<file path="config.mk">
export PLATFORM = sky130hd
export DESIGN_NAME = prc_region_match
export DESIGN_NICKNAME = d
export VERILOG_FILES = /design/src/rtl/prc_pkg.sv /design/src/rtl/prc_region_match.sv
export SDC_FILE = /design/constraint.sdc
export NUM_CORES = 1
export LEC_CHECK = 0
export ABC_AREA = 1
export ABC_CLOCK_PERIOD_IN_PS = 3700
export CELL_PAD_IN_SITES_DETAIL_PLACEMENT = 0
export CELL_PAD_IN_SITES_GLOBAL_PLACEMENT = 1
export CORE_ASPECT_RATIO = 1.1
export CORE_MARGIN = 2
export CORE_UTILIZATION = 33
export DETAILED_ROUTE_END_ITERATION = 7
export PLACE_DENSITY_LB_ADDON = 0.1
export SLEW_MARGIN = 20
export SYNTH_ARGS = -nofsm -noshare
export SYNTH_HDL_FRONTEND = slang
export SYNTH_SLANG_ARGS = --single-unit
</file>
<file path="constraint.sdc">
create_clock -name vclk -period 3.7
set_input_delay 0.74 -clock vclk [all_inputs]
set_output_delay 0.74 -clock vclk [all_outputs]
set_load 0.02 [all_outputs]
</file>
<file path="src/rtl/prc_pkg.sv">
package prc_pkg;

  localparam int ADDR_W    = 32;
  localparam int MIN_SHIFT = 5;
  localparam int SIZE_W    = 5;
  localparam int CFG_W     = 40;

  typedef enum logic [1:0] {
    ACC_READ  = 2'd0,
    ACC_WRITE = 2'd1,
    ACC_EXEC  = 2'd2,
    ACC_ALT   = 2'd3
  } acc_kind_e;

  typedef struct packed {
    logic shareable;
    logic write_back;
    logic cacheable;
  } mem_attr_t;

  typedef struct packed {
    logic no_exec;
    logic user_wr;
    logic user_rd;
    logic priv_wr;
  } perm_t;

  // Packed layout, MSB first, fixes the configuration word bit positions.
  typedef struct packed {
    mem_attr_t                  attr;
    perm_t                      perm;
    logic                       enable;
    logic [ADDR_W-1:MIN_SHIFT]  base_hi;
    logic [SIZE_W-1:0]          size_code;
  } region_cfg_t;

  // Address bits that must agree with the base for a region of code s.
  function automatic logic [ADDR_W-1:0] size_mask(input logic [SIZE_W-1:0] code);
    logic [ADDR_W:0] span;
    logic [ADDR_W:0] low;
    span = (ADDR_W+1)'(1) << ({1'b0, code} + (SIZE_W+1)'(MIN_SHIFT));
    low  = span - (ADDR_W+1)'(1);
    return ~low[ADDR_W-1:0];
  endfunction

  function automatic logic perm_denied(input perm_t p, input acc_kind_e k, input logic priv);
    logic deny;
    case (k)
      ACC_WRITE: deny = priv ? !p.priv_wr : !p.user_wr;
      ACC_EXEC:  deny = p.no_exec || (!priv && !p.user_rd);
      default:   deny = !priv && !p.user_rd;
    endcase
    return deny;
  endfunction

endpackage

</file>
<file path="src/rtl/prc_region_match.sv">
module prc_region_match #(
  parameter int NUM_REGIONS = 8
) (
  input  logic [prc_pkg::ADDR_W-1:0]  addr,
  input  prc_pkg::region_cfg_t        regions [NUM_REGIONS],
  output logic [NUM_REGIONS-1:0]      hit_vec
);

  localparam int AW = prc_pkg::ADDR_W;
  localparam int LS = prc_pkg::MIN_SHIFT;

  for (genvar g = 0; g < NUM_REGIONS; g++) begin : g_cmp
    logic [AW-1:0] mask;
    logic [AW-1:0] base;
    always_comb begin
      mask       = prc_pkg::size_mask(regions[g].size_code);
      base       = {regions[g].base_hi, {LS{1'b0}}};
      hit_vec[g] = regions[g].enable && ((addr & mask) == (base & mask));
    end
  end

endmodule

</file>
==> results of run 1 <==
kinds of logic (layout without fill, tap and decap cells):
logic type                 Yosys count  count (layout)  synth area share, %
AOI/OAI and AO/OA                  168             168                 9.36
xor gates and xnor gates           223             223                 18.6
and+or+nand+nor                   1387            1387                 59.1
adders and majority gates            8               8                0.951
buffers and inverters              304            1020                 12.0
other                                1              16               0.0356
through the flow:
step	instance area [sq um]	utilization [%]	setup TNS, ns
6_report	18300	58.2	0
5_1_grt	18300	58.2	-0.0325
4_1_cts	17800	56.6	-0.0709
3_5_place_dp	17600	56.0	-4.86
3_3_place_gp	17600	56.0	-4.68
2_1_floorplan	10600	-	0
final cells by class:
cell class	count	area (sq um)	share of cell area (%)
inverter	227	885	4.84
multi-input combinational	1802	9820	53.8
timing repair buffer	792	7030	38.5
tap	420	526	2.88
timing repair inverter	1	5.00	0.0274
metal layers:
layer,vias up,track usage (%),part of all wire [%]
li1,8236,-,-
met1,7573,41.9,44
met2,603,57.6,48
met3,84,2.23,5.4
met4,0,8.14,2.8
met5,-,0,0
power breakdown:
group / total [W] / switching (W) / internal [W]
registers: 0 / 0 / 0
clock network: 0 / 0 / 0
logic: 0.00205 / 0.00108 / 0.000975
cell usage in the layout, fill, tap and decap left out, drive strengths merged, types with 3 or more instances in the layout:
master | netlist | layout
xnor2 | 32 | 32
and3 | 3 | 3
clkinv | 2 | 4
buf | 57 | 497
a21boi | 9 | 9
a22oi | 4 | 4
or2 | 4 | 4
nand3 | 317 | 317
a41oi | 8 | 8
nand4 | 75 | 75
o2111ai | 5 | 5
inv | 225 | 224
dlygate4sd2 | 0 | 11
nand3b | 10 | 10
ha | 8 | 8
o21bai | 4 | 4
xor2 | 191 | 191
o21ai | 80 | 80
o22ai | 3 | 3
o31ai | 3 | 3
a21oi | 39 | 39
clkbuf | 20 | 10
clkdlybuf4s50 | 0 | 255
nor2 | 345 | 345
nor3 | 48 | 48
nand2 | 583 | 583
dlymetal6s2s | 0 | 15
o211ai | 9 | 9
clkdlybuf4s15 | 0 | 4
conb | 1 | 16
worst max-delay path by stage:
| stage | startpoint | to | slack (ns) | depth (start not counted) |
|---|---|---|---|---|
| after floorplan | regions[42] | hit_vec[6] | 0.64 | 15 |
| after global placement | regions[120] | hit_vec[4] | -0.99 | 15 |
| after detailed placement | regions[120] | hit_vec[4] | -0.94 | 15 |
| after CTS | regions[124] | hit_vec[4] | -0.07 | 14 |
| after global routing | regions[280] | hit_vec[0] | -0.03 | 17 |
| final | regions[80] | hit_vec[5] | 0.14 | 17 |
critical path: cells and delay by family:
family	cells	cell delay, ns
buf+inv	6	0.92
simple gates	11	1.17
repair_timing:
| action | CTS | global route |
|---|---|---|
| cloned | 0 | 1 |
| setup endpoints to repair | 8 | 8 |
| gates resized for setup | 116 | 182 |
| buffers inserted | 8 | 11 |
| pin swaps | 23 | 41 |
==> flow_metrics.py, run 1 <==
metrics = {
    "synth": {
        "synth_top_area_share_pct": 19.5,
        "synth_most_common_cell": "nand2_1",
        "syn_area_per_cell_sq_um": 5.03,
        "synth_cells": 2091,
        "synth.top_cells.by_area": "nand2_1, xor2_1, nand3_1",
        "netlist.top_cell.by_area": "nand2_1",
        "ys_warn_count": 0,
        "synth_commonest_cells": "nand2_1, nor2_1, nand3_1",
        "ys_types": 47,
        "yosysSeqAreaShare_pct": 0,
        "netlist_area_sq_um": 10500,
    },
    "floorplan": {
        "dieWidth_microns": 174,
        "row_count": 68,
        "ios": 360,
        "die_area_sq_um": 33300,
        "die_y_microns": 191,
        "core_area_sq_um": 31400,
        "initial_utilization_pct": 33.5,
    },
    "global_route": {
        "grt_pass1_vias": 15500,
        "grt_max_degree": 17,
        "grt_overflow": 0,
        "grt_pass1_wl_mm": 84.2,
        "grtUsageTotal_pct": 32.2,
        "antenna_found_initial": 0,
    },
    "timing": {
        "fin_crit_ns": 3.56,
        "relSlewSlack_pct": 50.4,
        "hold_slack_ns": 2.27,
        "maxSlewViolCount": 0,
        "worst_pin_slew_ns": 0.742,
        "fin_crit_sh_pct": 96.2,
        "fin_ws_ns": 0.141,
        "final-setup-viol-count": 0,
        "finalHoldViolCount": 0,
        "fmax_mhz": 281,
    },
    "layout": {
        "nets": 3184,
        "nFillCells": 3237,
        "regArea_sq_um": 0,
        "area_delta_synth_final_pct": 73.5,
        "n_antenna_cell": 0,
        "seq_cells": 0,
        "final_cells": 3242,
        "nClkBuffers": 0,
        "drive_gt1_share_pct": 26.7,
    },
    "power": {
        "leakage_nw": 9.78,
        "finalPower_w": 0.00205,
        "power.density_nw_per_um2": 113,
        "ir_drop_uv": 72.2,
    },
    "detailed_routing": {
        "ant_nets": 0,
        "wl_per_cell_microns": 17.4,
        "vias": 16500,
        "drt-initial-drc-count": 1344,
        "vias_per_cell": 5.09,
        "first_pass_iters": 6,
        "wl_mm": 56.6,
        "drc": 0,
    },
    "min_path": {
        "worstHoldStart": "regions[284]",
        "min_path_type": "input pin to output pin",
        "hold-path-endpoint": "hit_vec[0]",
        "holdPathStages": 7,
    },
    "critical_path": {
        "crit_type": "input pin to output pin",
        "path_max_fanout": 6,
        "end_kind": "output pin",
        "cp_slowest_cell": "dlygate4sd2_1",
        "worstPathArrival_ns": 2.82,
        "start_kind": "input pin",
        "crit_path_cell_trace": "dlygate4sd2_1 > buf_6 > nor3_1 > buf_4 > nand3_1 > nand3_2 > buf_4 > inv_1 > nand2_2 > nor3_4 > nand4_1 > nand2_1 > nand2_1 > nor2_1 > nand2_1 > nor2_1 > buf_4",
        "worst_ep_required_time_ns": 2.96,
        "cp_slowest_stage_delay_ns": 0.24,
    },
    "place": {
        "place_inst": 3222,
        "globalplace.congestion": 0.995,
        "dp_hpwl_mm": 45.6,
        "dp_slack_ns": -0.936,
        "port_buffers": 302,
    },
    "flow_run": {
        "maxCapViolCount": 0,
    },
    "run_status": {
        "status": "complete, no violations",
    },
    "cts": {
        "ctsHoldBuffers": 0,
    },
}
Power figures use the tool's default switching activity.
==> run 2: changes to the inputs <==
--- a/config.mk
+++ b/config.mk
@@ -7,7 +7,7 @@
 export LEC_CHECK = 0
 export ABC_AREA = 1
 export ABC_CLOCK_PERIOD_IN_PS = 3700
-export CELL_PAD_IN_SITES_DETAIL_PLACEMENT = 0
+export CELL_PAD_IN_SITES_DETAIL_PLACEMENT = 1
 export CELL_PAD_IN_SITES_GLOBAL_PLACEMENT = 1
 export CORE_ASPECT_RATIO = 1.1
 export CORE_MARGIN = 2
==> run 2 against run 1 <==
  * Maximum frequency is 1.3% lower
  * Hold slack better by 0.0065 ns
  * Cell count is 0.34% higher
  * Global-route usage is 5.7 points higher
  * Critical endpoint is now hit_vec[0]
  * Via count is 8.4% higher
  * Total power is 5.7% higher
  * Utilization is 0.49 points higher
==> flow_metrics.py, run 2 (same netlist as run 1, synthesis figures left out) <==
metrics = {
    "timing": {
        "fin_crit_sh_pct": 97.4,
        "fin_ws_ns": 0.0945,
        "final-setup-viol-count": 0,
        "fmax_mhz": 277,
        "hold_slack_ns": 2.28,
        "fin_crit_ns": 3.61,
        "maxSlewViolCount": 0,
        "rsz0062_at_grt": "yes",
        "worst_pin_slew_ns": 0.676,
        "finalHoldViolCount": 0,
        "relSlewSlack_pct": 54.8,
    },
    "critical_path": {
        "end_kind": "output pin",
        "start_kind": "input pin",
        "worstPathArrival_ns": 2.87,
        "worst_ep_required_time_ns": 2.96,
        "startpoint": "regions[283]",
        "path_max_fanout": 16,
        "crit_type": "input pin to output pin",
    },
    "detailed_routing": {
        "drt-initial-drc-count": 1273,
        "ant_nets": 0,
        "drc": 0,
        "wl_per_cell_microns": 20.9,
        "wl_mm": 68.1,
        "vias": 17900,
        "vias_per_cell": 5.50,
        "first_pass_iters": 5,
    },
    "layout": {
        "drive_gt1_share_pct": 28.1,
        "regArea_sq_um": 0,
        "final_common_cell": "nand2_1",
        "seq_cells": 0,
        "nets": 3192,
        "fin_area_sq_um": 18400,
        "nClkBuffers": 0,
        "area_delta_synth_final_pct": 75.0,
        "mostFrequentLayoutCells": "nand2_1, buf_4, nand3_1, clkdlybuf4s50_1, nor2_1",
    },
    "min_path": {
        "min_path_type": "input pin to output pin",
        "worstHoldStart": "regions[284]",
    },
    "global_route": {
        "grt_pass1_wl_mm": 99.6,
        "grt_pass1_vias": 18600,
        "grt_max_degree": 17,
        "antenna_found_initial": 3,
        "grtUsageTotal_pct": 37.9,
        "grt_overflow": 0,
    },
    "floorplan": {
        "die_area_sq_um": 33300,
        "die_y_microns": 191,
        "dieWidth_microns": 174,
        "core_area_sq_um": 31400,
        "initial_utilization_pct": 33.5,
        "ios": 360,
        "row_count": 68,
    },
    "power": {
        "ir_drop_uv": 92.7,
        "power.density_nw_per_um2": 118,
        "leakage_nw": 9.81,
    },
    "place": {
        "dp_hpwl_mm": 53.3,
        "globalplace.congestion": 0.995,
        "dpl-instance-area_sq_um": 17600,
        "port_buffers": 302,
        "dp_slack_ns": -0.952,
    },
    "run_status": {
        "status": "complete, no violations",
    },
    "cts": {
        "ctsHoldBuffers": 0,
    },
    "flow_run": {
        "maxCapViolCount": 0,
    },
}
==> run 2: cell count changes in the layout (fill, tap and decap cells not counted), sizes merged <==
cell / before / now
clkbuf: 10 / 14
clkdlybuf4s15: 4 / 2
dlygate4sd2: 11 / 14
diode: 0 / 3
buf: 497 / 505
dlymetal6s2s: 15 / 10
==> run 2: layout make-up <==
cell class                      instances  area [sq um]
Fill cell                            4454         13000
Tap cell                              420           526
Timing Repair Buffer                  800          7060
Antenna cell                            3          7.51
Multi-Input combinational cell       1802          9930
Timing Repair inverter                  1          5.00
Inverter                              227           892
==> run 2: per-layer routing <==
layer	up-vias	track usage (%)	wire (microns)
met5	-	0	13
met4	2	17.9	4220
met3	245	4.73	4130
met2	774	69.3	32800
li1	8245	-	-
met1	8617	43.7	26900
==> run 2: repair_timing <==
action                     4_1_cts  5_1_grt
pin swaps                       21       47
setup endpoints to repair        8        8
setup buffers                   17        9
hold endpoints to repair         0        0
resized for setup              154      189
gates cloned                     0        2
==> run 2: worst paths after layout <==
check	endpoint	cells after the start
setup / recovery	hit_vec[0]	16
hold / removal	hit_vec[0]	7
==> run 2: metrics by stage <==
step | power (W) | cells | setup TNS [ns] | util, %
final | 0.00217 | 3253 | 0 | 58.7
after CTS | 0.00204 | 3239 | 0 | 57.0
after global placement | 0.00193 | 3222 | -4.68 | 56.0
after detailed placement | 0.00200 | 3222 | -5.50 | 56.0
after floorplan | 0.000950 | 2106 | 0 | -
after global routing | 0.00232 | 3251 | -0.166 | 58.6
==> run 2: power breakdown <==
group	switching, W	internal [W]
registers	0	0
clock network	0	0.000000000109
logic	0.00119	0.000985
total	0.00119	0.000985
==> run 2: worst max-delay path: stages <==
cell	delay (ns)
dlygate4sd2_1	0.28
inv_4	0.17
nand4_1	0.22
buf_4	0.21
nand2_1	0.06
inv_1	0.08
nand2_2	0.14
inv_1	0.09
nand2_1	0.09
nand3_1	0.08
nand3_1	0.11
nand2_1	0.06
nor2_1	0.12
nand3_1	0.12
nor2_1	0.12
buf_4	0.15
==> run 3: changes to the inputs <==
--- a/config.mk
+++ b/config.mk
@@ -14,6 +14,7 @@
 export CORE_UTILIZATION = 33
 export DETAILED_ROUTE_END_ITERATION = 7
 export PLACE_DENSITY_LB_ADDON = 0.1
+export SETUP_SLACK_MARGIN = 0.2
 export SLEW_MARGIN = 20
 export SYNTH_ARGS = -nofsm -noshare
 export SYNTH_HDL_FRONTEND = slang
==> run 3 against run 2 <==
  * The flow now finishes with violations (negative setup slack)
  * Wire length is 16% higher
  * Die area unchanged
  * Total power is 9.9% higher
  * Worst setup slack worse by 0.25 ns
  * Cell area increased by 5.4%
  * Largest power group unchanged
==> flow_metrics.py, run 3 (same netlist as run 1, synthesis figures left out) <==
metrics = {
    "power": {
        "ir_drop_uv": 86.6,
        "leakage_nw": 10.1,
        "power.density_nw_per_um2": 123,
        "finalPower_w": 0.00239,
    },
    "run_status": {
        "status": "finished with violations",
        "violations": "negative setup slack",
    },
    "critical_path": {
        "end_kind": "output pin",
        "crit_path_cell_trace": "buf_4 > buf_6 > nand2_4 > nor2_1 > nand3_2 > buf_4 > nand2_2 > nor2_4 > buf_4 > nand2_1 > nor2_1 > nand3_1 > nand2_1 > nand2_1 > nor2_1 > nand3_1 > nor2_2 > buf_6",
        "path_max_fanout": 6,
        "crit_type": "input pin to output pin",
        "cp_slowest_cell": "nor2_1",
        "worst-path-buf-inv": 5,
        "cp_slowest_stage_delay_ns": 0.26,
        "cp_top_family": "simple AND/OR/NAND/NOR gates",
        "start_kind": "input pin",
        "worstPathArrival_ns": 3.11,
        "worst_ep_required_time_ns": 2.96,
    },
    "timing": {
        "finalHoldViolCount": 0,
        "fin_crit_sh_pct": 104,
        "fmax_mhz": 259,
        "final-setup-viol-count": 2,
        "rsz0062_at_grt": "yes",
        "setup_tns_ns": -0.240,
        "maxSlewViolCount": 0,
        "fin_crit_ns": 3.85,
        "relSlewSlack_pct": 51.6,
        "fin_ws_ns": -0.154,
        "worst_pin_slew_ns": 0.724,
    },
    "layout": {
        "area_delta_synth_final_pct": 84.4,
        "seq_cells": 0,
        "final_common_cell": "buf_4",
        "regArea_sq_um": 0,
        "mostFrequentLayoutCells": "buf_4, nand2_1, nand3_1, clkdlybuf4s50_1, nor2_1",
        "finalCoreUtilization_pct": 61.8,
        "drive_gt1_share_pct": 34.0,
        "fin_area_sq_um": 19400,
        "final_cells": 3306,
        "nets": 3246,
        "nClkBuffers": 0,
    },
    "detailed_routing": {
        "drc": 0,
        "vias": 19100,
        "ant_nets": 0,
        "drt-initial-drc-count": 1691,
        "wl_per_cell_microns": 23.9,
        "first_pass_iters": 5,
        "wl_mm": 78.9,
        "vias_per_cell": 5.78,
    },
    "global_route": {
        "grtUsageTotal_pct": 39.2,
        "grt_pass1_vias": 19000,
        "antenna_found_initial": 3,
        "grt_pass1_wl_mm": 103,
        "grt_max_degree": 17,
        "grt_overflow": 0,
    },
    "floorplan": {
        "row_count": 68,
        "die_area_sq_um": 33300,
        "core_area_sq_um": 31400,
        "dieWidth_microns": 174,
        "initial_utilization_pct": 33.5,
        "ios": 360,
        "die_y_microns": 191,
    },
    "flow_run": {
        "maxCapViolCount": 0,
    },
    "min_path": {
        "holdPathStages": 7,
        "hold-path-endpoint": "hit_vec[0]",
        "worstHoldStart": "regions[284]",
        "min_path_type": "input pin to output pin",
    },
    "place": {
        "dpl-instance-area_sq_um": 17600,
        "globalplace.congestion": 0.995,
        "port_buffers": 302,
        "place_inst": 3222,
        "dp_hpwl_mm": 53.3,
    },
}
==> run 3: cell types whose count changed in the layout (fill, tap and decap cells not counted), moves of 11 or more <==
cell and change:
nor2_4 +17, dlygate4sd2_1 -11, nand2_2 +25, nand3_1 -24, nand3_2 +17, buf_4 +44, nand2_1 -36, nor2_2 +15
buf_6 +13, nor2_1 -32
==> run 3: how the worst max path moves through the flow <==
stage | start | end | slack, ns | cells past startpoint
3_3_place_gp | regions[120] | hit_vec[4] | -0.99 | 15
6_report | regions[0] | hit_vec[7] | -0.15 | 18
2_1_floorplan | regions[42] | hit_vec[6] | 0.64 | 15
3_5_place_dp | regions[120] | hit_vec[4] | -0.95 | 15
5_1_grt | regions[0] | hit_vec[7] | -0.23 | 18
4_1_cts | regions[123] | hit_vec[4] | 0.17 | 15
==> run 3: per-stage QoR <==
step / hold slack (ns) / setup WS, ns
finish: 2.29 / -0.154
global route: 2.31 / -0.233
CTS: 2.31 / 0.166
detailed placement: 2.75 / -0.952
global placement: 2.74 / -0.988
floorplan: 1.75 / 0.635
==> run 3: layout make-up <==
type	count	area, sq um
inverter	227	901
fill	4351	12000
antenna	2	5.00
timing repair buffer	853	7450
tap	420	526
timing repair inverter	2	15.0
multi-input combinational	1802	10500
==> run 3: what timing repair did <==
item | in CTS | in global routing
setup endpoints to repair | 8 | 8
gates cloned | 3 | 0
gates resized for setup | 278 | 344
pin swaps | 59 | 125
setup buffers | 29 | 50
hold buffers | 0 | 0
==> run 3: power breakdown <==
group          switching (W)     internal (W)  leakage [nW]
Clock                      0  0.0000000000725     0.0000127
Combinational        0.00134          0.00105          10.1
Sequential                 0                0             0
Total                0.00134          0.00105          10.1
==> run 3: routing by layer <==
layer / share of wire (%) / GRT usage [%] / up-vias / wire length [microns]
li1: - / - / 8366 / -
met1: 36 / 44.3 / 9170 / 28200
met2: 47 / 71.9 / 1118 / 37000
met3: 8.3 / 5.89 / 461 / 6590
met4: 9.1 / 18.9 / 2 / 7150
met5: 0.011 / 0 / - / 9
